`src/rtl/i2c_ee_pkg.sv`:
```
package i2c_ee_pkg;

   typedef enum logic [2:0] {
      ST_IDLE,
      ST_RX,
      ST_RXEND,
      ST_ACK,
      ST_TX,
      ST_TXACK
   } ee_state_t;

   typedef enum logic [1:0] {
      RX_SEL,
      RX_WORD,
      RX_DATA
   } rx_kind_t;

   localparam logic [3:0] DEV_TYPE = 4'b1010;
   localparam logic [7:0] ERASED   = 8'hFF;

endpackage

```
`src/rtl/i2c_ee_sync.sv`:
```
module i2c_ee_sync #(
   parameter int STAGES = 2
) (
   input  logic clk,
   input  logic rst_n,
   input  logic scl_i,
   input  logic sda_i,
   output logic sda_o,
   output logic scl_rise_o,
   output logic scl_fall_o,
   output logic start_o,
   output logic stop_o
);

   logic [STAGES-1:0] scl_pipe;
   logic [STAGES-1:0] sda_pipe;
   logic              scl_q;
   logic              sda_q;
   logic              scl_s;

   always_ff @(posedge clk or negedge rst_n) begin
      if (!rst_n) begin
         scl_pipe <= '1;
         sda_pipe <= '1;
         scl_q    <= 1'b1;
         sda_q    <= 1'b1;
      end else begin
         scl_pipe <= {scl_pipe[STAGES-2:0], scl_i};
         sda_pipe <= {sda_pipe[STAGES-2:0], sda_i};
         scl_q    <= scl_pipe[STAGES-1];
         sda_q    <= sda_pipe[STAGES-1];
      end
   end

   assign scl_s      = scl_pipe[STAGES-1];
   assign sda_o      = sda_pipe[STAGES-1];
   assign scl_rise_o = scl_s & ~scl_q;
   assign scl_fall_o = ~scl_s & scl_q;
   assign start_o    = scl_s & scl_q & sda_q & ~sda_o;
   assign stop_o     = scl_s & scl_q & ~sda_q & sda_o;

endmodule

```
`src/rtl/i2c_ee_mem.sv`:
```
module i2c_ee_mem #(
   parameter int         DEPTH = 256,
   parameter logic [7:0] INIT  = 8'hFF,
   localparam int        AW    = $clog2(DEPTH)
) (
   input  logic          clk,
   input  logic          rst_n,
   input  logic          we_i,
   input  logic [AW-1:0] waddr_i,
   input  logic [7:0]    wdata_i,
   input  logic [AW-1:0] raddr_i,
   output logic [7:0]    rdata_o
);

   logic [7:0] cells [DEPTH];

   always_ff @(posedge clk or negedge rst_n) begin
      if (!rst_n) begin
         for (int i = 0; i < DEPTH; i++) cells[i] <= INIT;
      end else if (we_i) begin
         cells[waddr_i] <= wdata_i;
      end
   end

   assign rdata_o = cells[raddr_i];

endmodule

```
`src/rtl/i2c_ee_wtimer.sv`:
```
module i2c_ee_wtimer #(
   parameter int  CYCLES = 625000,
   localparam int CW     = $clog2(CYCLES + 1)
) (
   input  logic clk,
   input  logic rst_n,
   input  logic kick_i,
   output logic busy_o
);

   logic [CW-1:0] left;

   always_ff @(posedge clk or negedge rst_n) begin
      if (!rst_n)              left <= '0;
      else if (kick_i)         left <= CW'(CYCLES);
      else if (left != '0)     left <= left - 1'b1;
   end

   assign busy_o = (left != '0);

endmodule

```
`src/rtl/i2c_ee_slave.sv`:
```
module i2c_ee_slave
   import i2c_ee_pkg::*;
#(
   parameter int  MEM_BYTES   = 256,
   parameter int  WR_CYCLES   = 625000,
   parameter int  SYNC_STAGES = 2,
   localparam int AW          = $clog2(MEM_BYTES),
   localparam int HI          = (AW > 8) ? AW - 8 : 0
) (
   input  logic       clk,
   input  logic       rst_n,
   input  logic       scl_i,
   input  logic       sda_i,
   output logic       sda_pull_o,
   input  logic       wp_i,
   input  logic [2:0] strap_i
);

   if (MEM_BYTES < 128 || MEM_BYTES > 2048 || (MEM_BYTES & (MEM_BYTES - 1)) != 0) begin : g_bad_size
      $error("MEM_BYTES must be a power of two from 128 to 2048");
   end
   if (SYNC_STAGES < 2) begin : g_bad_sync
      $error("SYNC_STAGES must be at least 2");
   end
   if (WR_CYCLES < 1) begin : g_bad_wr
      $error("WR_CYCLES must be at least 1");
   end

   localparam logic [2:0] CMP_MASK = 3'(3'b111 << HI);

   logic          sda_s, scl_rise, scl_fall, start_evt, stop_evt;
   ee_state_t     state;
   rx_kind_t      kind;
   logic [2:0]    bit_cnt;
   logic [6:0]    shreg;
   logic [7:0]    rx_byte;
   logic [7:0]    tx_sh;
   logic          ack_drv, is_read, mack, wrote_any;
   logic [AW-1:0] ptr, sel_ptr, word_ptr;
   logic          sel_match, byte_done;
   logic          mem_we, busy, wr_kick;
   logic [7:0]    rdata;

   i2c_ee_sync #(.STAGES(SYNC_STAGES)) u_sync (
      .clk        (clk),
      .rst_n      (rst_n),
      .scl_i      (scl_i),
      .sda_i      (sda_i),
      .sda_o      (sda_s),
      .scl_rise_o (scl_rise),
      .scl_fall_o (scl_fall),
      .start_o    (start_evt),
      .stop_o     (stop_evt)
   );

   i2c_ee_mem #(.DEPTH(MEM_BYTES), .INIT(ERASED)) u_mem (
      .clk     (clk),
      .rst_n   (rst_n),
      .we_i    (mem_we),
      .waddr_i (ptr),
      .wdata_i (rx_byte),
      .raddr_i (ptr),
      .rdata_o (rdata)
   );

   i2c_ee_wtimer #(.CYCLES(WR_CYCLES)) u_wtimer (
      .clk    (clk),
      .rst_n  (rst_n),
      .kick_i (wr_kick),
      .busy_o (busy)
   );

   assign rx_byte   = {shreg, sda_s};
   assign byte_done = (state == ST_RX) && scl_rise && (bit_cnt == 3'd7);
   assign sel_match = (rx_byte[7:4] == DEV_TYPE) &&
                      (((rx_byte[3:1] ^ strap_i) & CMP_MASK) == 3'b000);
   assign mem_we    = byte_done && (kind == RX_DATA) && !wp_i;
   assign wr_kick   = stop_evt && wrote_any;

   if (AW > 8) begin : g_wide
      assign sel_ptr  = {rx_byte[HI:1], ptr[7:0]};
      assign word_ptr = {ptr[AW-1:8], rx_byte};
   end else begin : g_narrow
      assign sel_ptr  = ptr;
      assign word_ptr = rx_byte[AW-1:0];
   end

   always_ff @(posedge clk or negedge rst_n) begin
      if (!rst_n) begin
         state     <= ST_IDLE;
         kind      <= RX_SEL;
         bit_cnt   <= 3'd0;
         shreg     <= 7'd0;
         tx_sh     <= 8'hFF;
         ack_drv   <= 1'b0;
         is_read   <= 1'b0;
         mack      <= 1'b0;
         wrote_any <= 1'b0;
         ptr       <= '0;
      end else if (start_evt) begin
         state   <= ST_RX;
         kind    <= RX_SEL;
         bit_cnt <= 3'd0;
         ack_drv <= 1'b0;
      end else if (stop_evt) begin
         state     <= ST_IDLE;
         ack_drv   <= 1'b0;
         wrote_any <= 1'b0;
      end else begin
         unique case (state)
            ST_RX: begin
               if (scl_rise) begin
                  shreg   <= rx_byte[6:0];
                  bit_cnt <= bit_cnt + 3'd1;
                  if (bit_cnt == 3'd7) begin
                     state <= ST_RXEND;
                     unique case (kind)
                        RX_SEL: begin
                           ack_drv <= sel_match && !busy;
                           is_read <= rx_byte[0];
                           if (sel_match && !busy) ptr <= sel_ptr;
                        end
                        RX_WORD: begin
                           ack_drv <= 1'b1;
                           ptr     <= word_ptr;
                        end
                        default: begin
                           ack_drv <= !wp_i;
                           if (!wp_i) begin
                              ptr       <= ptr + 1'b1;
                              wrote_any <= 1'b1;
                           end
                        end
                     endcase
                  end
               end
            end
            ST_RXEND: begin
               if (scl_fall) state <= ST_ACK;
            end
            ST_ACK: begin
               if (scl_fall) begin
                  ack_drv <= 1'b0;
                  bit_cnt <= 3'd0;
                  if (!ack_drv) begin
                     state <= ST_IDLE;
                  end else if (kind == RX_SEL && is_read) begin
                     state <= ST_TX;
                     tx_sh <= rdata;
                  end else begin
                     state <= ST_RX;
                     kind  <= (kind == RX_SEL) ? RX_WORD : RX_DATA;
                  end
               end
            end
            ST_TX: begin
               if (scl_fall) begin
                  bit_cnt <= bit_cnt + 3'd1;
                  if (bit_cnt == 3'd7) begin
                     state <= ST_TXACK;
                     ptr   <= ptr + 1'b1;
                  end else begin
                     tx_sh <= {tx_sh[6:0], 1'b1};
                  end
               end
            end
            ST_TXACK: begin
               if (scl_rise) mack <= !sda_s;
               if (scl_fall) begin
                  if (mack) begin
                     state   <= ST_TX;
                     tx_sh   <= rdata;
                     bit_cnt <= 3'd0;
                  end else begin
                     state <= ST_IDLE;
                  end
               end
            end
            default: ;
         endcase
      end
   end

   assign sda_pull_o = ((state == ST_ACK) && ack_drv) ||
                       ((state == ST_TX) && !tx_sh[7]);

endmodule

```
`config.mk`:
```
export PLATFORM = sky130hd
export DESIGN_NAME = i2c_ee_slave
export DESIGN_NICKNAME = d
export VERILOG_FILES = /design/src/rtl/i2c_ee_pkg.sv /design/src/rtl/i2c_ee_sync.sv /design/src/rtl/i2c_ee_mem.sv /design/src/rtl/i2c_ee_wtimer.sv /design/src/rtl/i2c_ee_slave.sv
export SDC_FILE = /design/constraint.sdc
export NUM_CORES = 2
export LEC_CHECK = 0
export BUFFER_PORTS_ARGS = -buffer_cell sky130_fd_sc_hd__buf_2
export CAP_MARGIN = 20
export CORE_MARGIN = 2
export CORE_UTILIZATION = 30
export DETAILED_ROUTE_END_ITERATION = 12
export PLACE_DENSITY = 0.51
export SETUP_SLACK_MARGIN = 0.05
export SLEW_MARGIN = 20
export SYNTH_ARGS = -nofsm -noshare
export SYNTH_HDL_FRONTEND = slang
export SYNTH_SLANG_ARGS = --single-unit
```
`constraint.sdc`:
```
create_clock -name clk -period 8.2 [get_ports clk]
set_input_delay 0.82 -clock clk [delete_from_list [all_inputs] [get_ports clk]]
set_output_delay 0.82 -clock clk [all_outputs]
set_load 0.05 [all_outputs]
```
==> impl_metrics.py <==
metrics = {
    "place": {
        "dp_hpwl_mm": 190,
        "io_buffers": 8,
        "gp_congestion": 0.816,
        "place_area_mm2": 0.105,
    },
    "power_and_ir_drop": {
        "power_density_mw_per_mm2": 197,
        "seqPwrFrac": 0.481,
        "clockPowerShare": 0.471,
        "internal_power_mw": 16.7,
        "sw_frac_of_total": 0.248,
        "switching_power_mw": 5.52,
        "leakage_nw": 42.0,
        "comb_power_share": 0.048,
        "vdd_ir_drop_max_mv": 0.226,
    },
    "routing": {
        "drc": 0,
        "detail-route-antenna-nets": 0,
        "wirelength_mm": 308,
        "drtIter0Drc": 3783,
        "wl_per_cell_um": 28.4,
        "firstDrtPassIters": 6,
        "vias": 56564,
        "via_per_inst": 5.22,
    },
    "logic_synthesis": {
        "synthCells": 6373,
        "synth_xor_xnor_area_share": 0.00183,
        "synth-simple-area-share": 0.0444,
        "synth_top_family_by_area": "multiplexers",
        "synth_edf_count": 0,
        "synth-seq-area-share": 0.550,
        "ys.flop_type": "dfstp_2",
        "synth_fa_ha_area_frac": 0.00112,
        "synth_compound_area_frac": 0.0237,
        "muxShareOfSynthArea": 0.355,
        "synth_area_mm2": 0.101,
        "synth.ff_latch_count": 2109,
        "syn_avg_cell_area_um2": 15.8,
        "syn_nets": 6390,
        "synth.distinct_cells": 83,
        "synth-warning-count": 0,
        "async_flop_share": 1.00,
    },
    "job": {
        "maxCapViolations": 0,
    },
    "die": {
        "die_h_um": 583,
        "initial_core_util": 0.302,
        "core_mm2": 0.334,
        "dieArea_mm2": 0.340,
        "io_pins": 9,
        "num_rows": 212,
        "fp.dieW_um": 583,
    },
    "clock_network": {
        "ctsHoldBuffers": 3,
        "cts_resized": 0,
        "cts_buffers": 239,
        "cts-root-buf": "clkbuf_16",
        "cts_max_path_buffers": 4,
        "cts_tree": "built",
        "clk_pin_slew_worst_paths_ns": 0.07,
        "clk_latency_ns": 0.93,
        "htreeDepth": 4,
        "cts_setup_buffers": 0,
        "clock_sinks": 2109,
    },
    "sta": {
        "fin_worst_skew_ns": 0.0616,
        "fmax_mhz": 201,
        "tightest_slew_ns": 1.32,
        "finalSetupViolCount": 0,
        "drv_slew": 0,
        "rsz0062_at_grt": "false",
        "relSlewSlack": 0.121,
        "fin_hold_ws_ns": 0.213,
        "fin_crit_ns": 4.96,
        "hold_viol": 0,
        "finalCritPeriodShare": 0.605,
        "fin_tns_setup_ns": 0,
    },
    "cells_and_area": {
        "syn_to_final_growth_pct": 12.0,
        "multi_input_area_mm2": 0.0429,
        "n_fill_cell": 31874,
        "seq_area_mm2": 0.0554,
        "utilization": 0.338,
        "nets": 6288,
        "final_area_mm2": 0.113,
        "layout-drive-gt1-share": 0.828,
    },
    "setup_path": {
        "endpoint_kind": "flop",
        "critPathKind": "reg2reg",
        "arrival_ns": 5.77,
        "critical_path.max_fanout": 38,
        "critPathLaunchType": "flop",
        "cp.required_ns": 9.00,
    },
    "hold_path": {
        "hold_class": "in2reg",
    },
    "grt": {
        "grt_overflow_total": 0,
        "grt_pass1_wl_mm": 450,
        "grt_pass1_vias": 59652,
        "grt_antenna_before_repair": 8,
        "grt_usage": 0.180,
        "grt_max_degree": 203,
    },
    "outcome": {
        "status": "complete, no violations",
    },
}
## Yosys cell counts (18+ instances only)
cell type / instances / area share
o22ai_1: 75 / 0.0047
buf_4: 53 / 0.0040
nor2_1: 83 / 0.0031
a21oi_1: 59 / 0.0029
a31oi_1: 24 / 0.0015
mux4_2: 459 / 0.10
o21ai_0: 56 / 0.0028
a211oi_1: 20 / 0.0015
nand3_1: 37 / 0.0018
mux2i_1: 191 / 0.019
nor2_2: 118 / 0.0073
dfstp_2: 2062 / 0.54
buf_2: 81 / 0.0040
buf_6: 31 / 0.0035
clkbuf_1: 283 / 0.011
nor2_4: 141 / 0.016
a22oi_1: 34 / 0.0025
nand2_2: 26 / 0.0016
dfrtp_1: 47 / 0.012
mux2_1: 56 / 0.0063
nand2_1: 117 / 0.0044
a221oi_1: 18 / 0.0016
mux2_2: 2013 / 0.23
## layout make-up
cell class,instances,area share
Multi-Input combinational cell,3782,0.381
Inverter,13,0.000477
Timing Repair Buffer,126,0.0113
Clock buffer,369,0.0627
Clock inverter,55,0.00435
Tap cell,4387,0.0487
Antenna cell,2,0.0000444
Sequential cell,2109,0.491
## path summary, 6_finish.rpt
| check | start | depth (start not counted) | endpoint | slack, ns |
|---|---|---|---|---|
| hold / removal | wp_i | 4 | ack_drv | 0.21 |
| hold reg to reg | u_sync.sda_pipe[0] | 0 | u_sync.sda_pipe[1] | 0.36 |
| setup / recovery | ptr[2] | 6 | u_mem.cells[73] | 3.24 |
| min in group asynchronous | rst_n | 2 | u_wtimer.left[5] | 0.49 |
| max in group asynchronous | rst_n | 4 | u_mem.cells[1935] | 5.56 |
| setup reg to reg | ptr[2] | 6 | u_mem.cells[73] | 3.24 |
## power groups by stage
stage	registers (mW)	logic, mW	clock network (mW)
2_1_floorplan	10.7	0.564	0
4_1_cts	10.7	1.08	10.8
6_report	10.7	1.06	10.5
3_3_place_gp	10.8	1.05	0
3_5_place_dp	10.9	1.08	0
5_1_grt	10.7	1.16	11.2
## state kept, by name, summed over array words and instances, names as in the netlist, 3 cells and up
| name | count |
|---|---|
| bit_cnt | 3 |
| state | 3 |
| ptr | 8 |
| shreg | 7 |
| u_mem.cells | 2048 |
| tx_sh | 8 |
| u_wtimer.left | 20 |
## cells in the final DEF, fill, tap and decap left out, drive strengths merged, types with 17 or more instances in the layout
cell type	instances
mux2i	191
o21ai	57
mux4	465
nand2	143
nor2	342
mux2	2069
a31oi	24
nor2b	17
clkinv	42
buf	123
a221oi	18
nor3	19
clkbuf	369
a21oi	59
inv	17
nand3	38
o22ai	75
a211oi	20
dfrtp	47
a22oi	34
dfstp	2062
## stage by stage
step / setup WS [ns] / power, mW / std cells
detailed placement: 3.39 / 11.9 / 10413
global route: 3.38 / 23.1 / 10842
global placement: 3.37 / 11.9 / 10412
CTS: 3.38 / 22.6 / 10840
finish: 3.24 / 22.2 / 10843
floorplan: 5.09 / 11.3 / 6373
## cells by family (layout without fill, tap and decap cells)
family | after synthesis | after routing
other | 0 | 2
multiplexers | 2725 | 2725
adder cells (fa/ha/maj) | 9 | 9
buffers and inverters | 482 | 563
AO/OA/AOI/OAI | 358 | 358
XOR/XNOR | 21 | 21
AND/OR/NAND/NOR | 669 | 669
flip-flops | 2109 | 2109
## routing by layer
layer	GRT usage	routed length, um	part of all wire
met1	0.251	141000	0.46
met2	0.288	144000	0.47
met3	0.0260	13000	0.042
met4	0.0532	9470	0.031
met5	0	34	0.00011
## worst max-delay path, cell delays in order, from the launching register on
cell     delay [ns]
dfrtp_4        0.67
buf_4          0.73
nor2b_2        1.05
nand2_2        0.89
buf_4          0.52
nor2_2         0.49
mux2_2         0.40
Power figures use the tool's default switching activity.
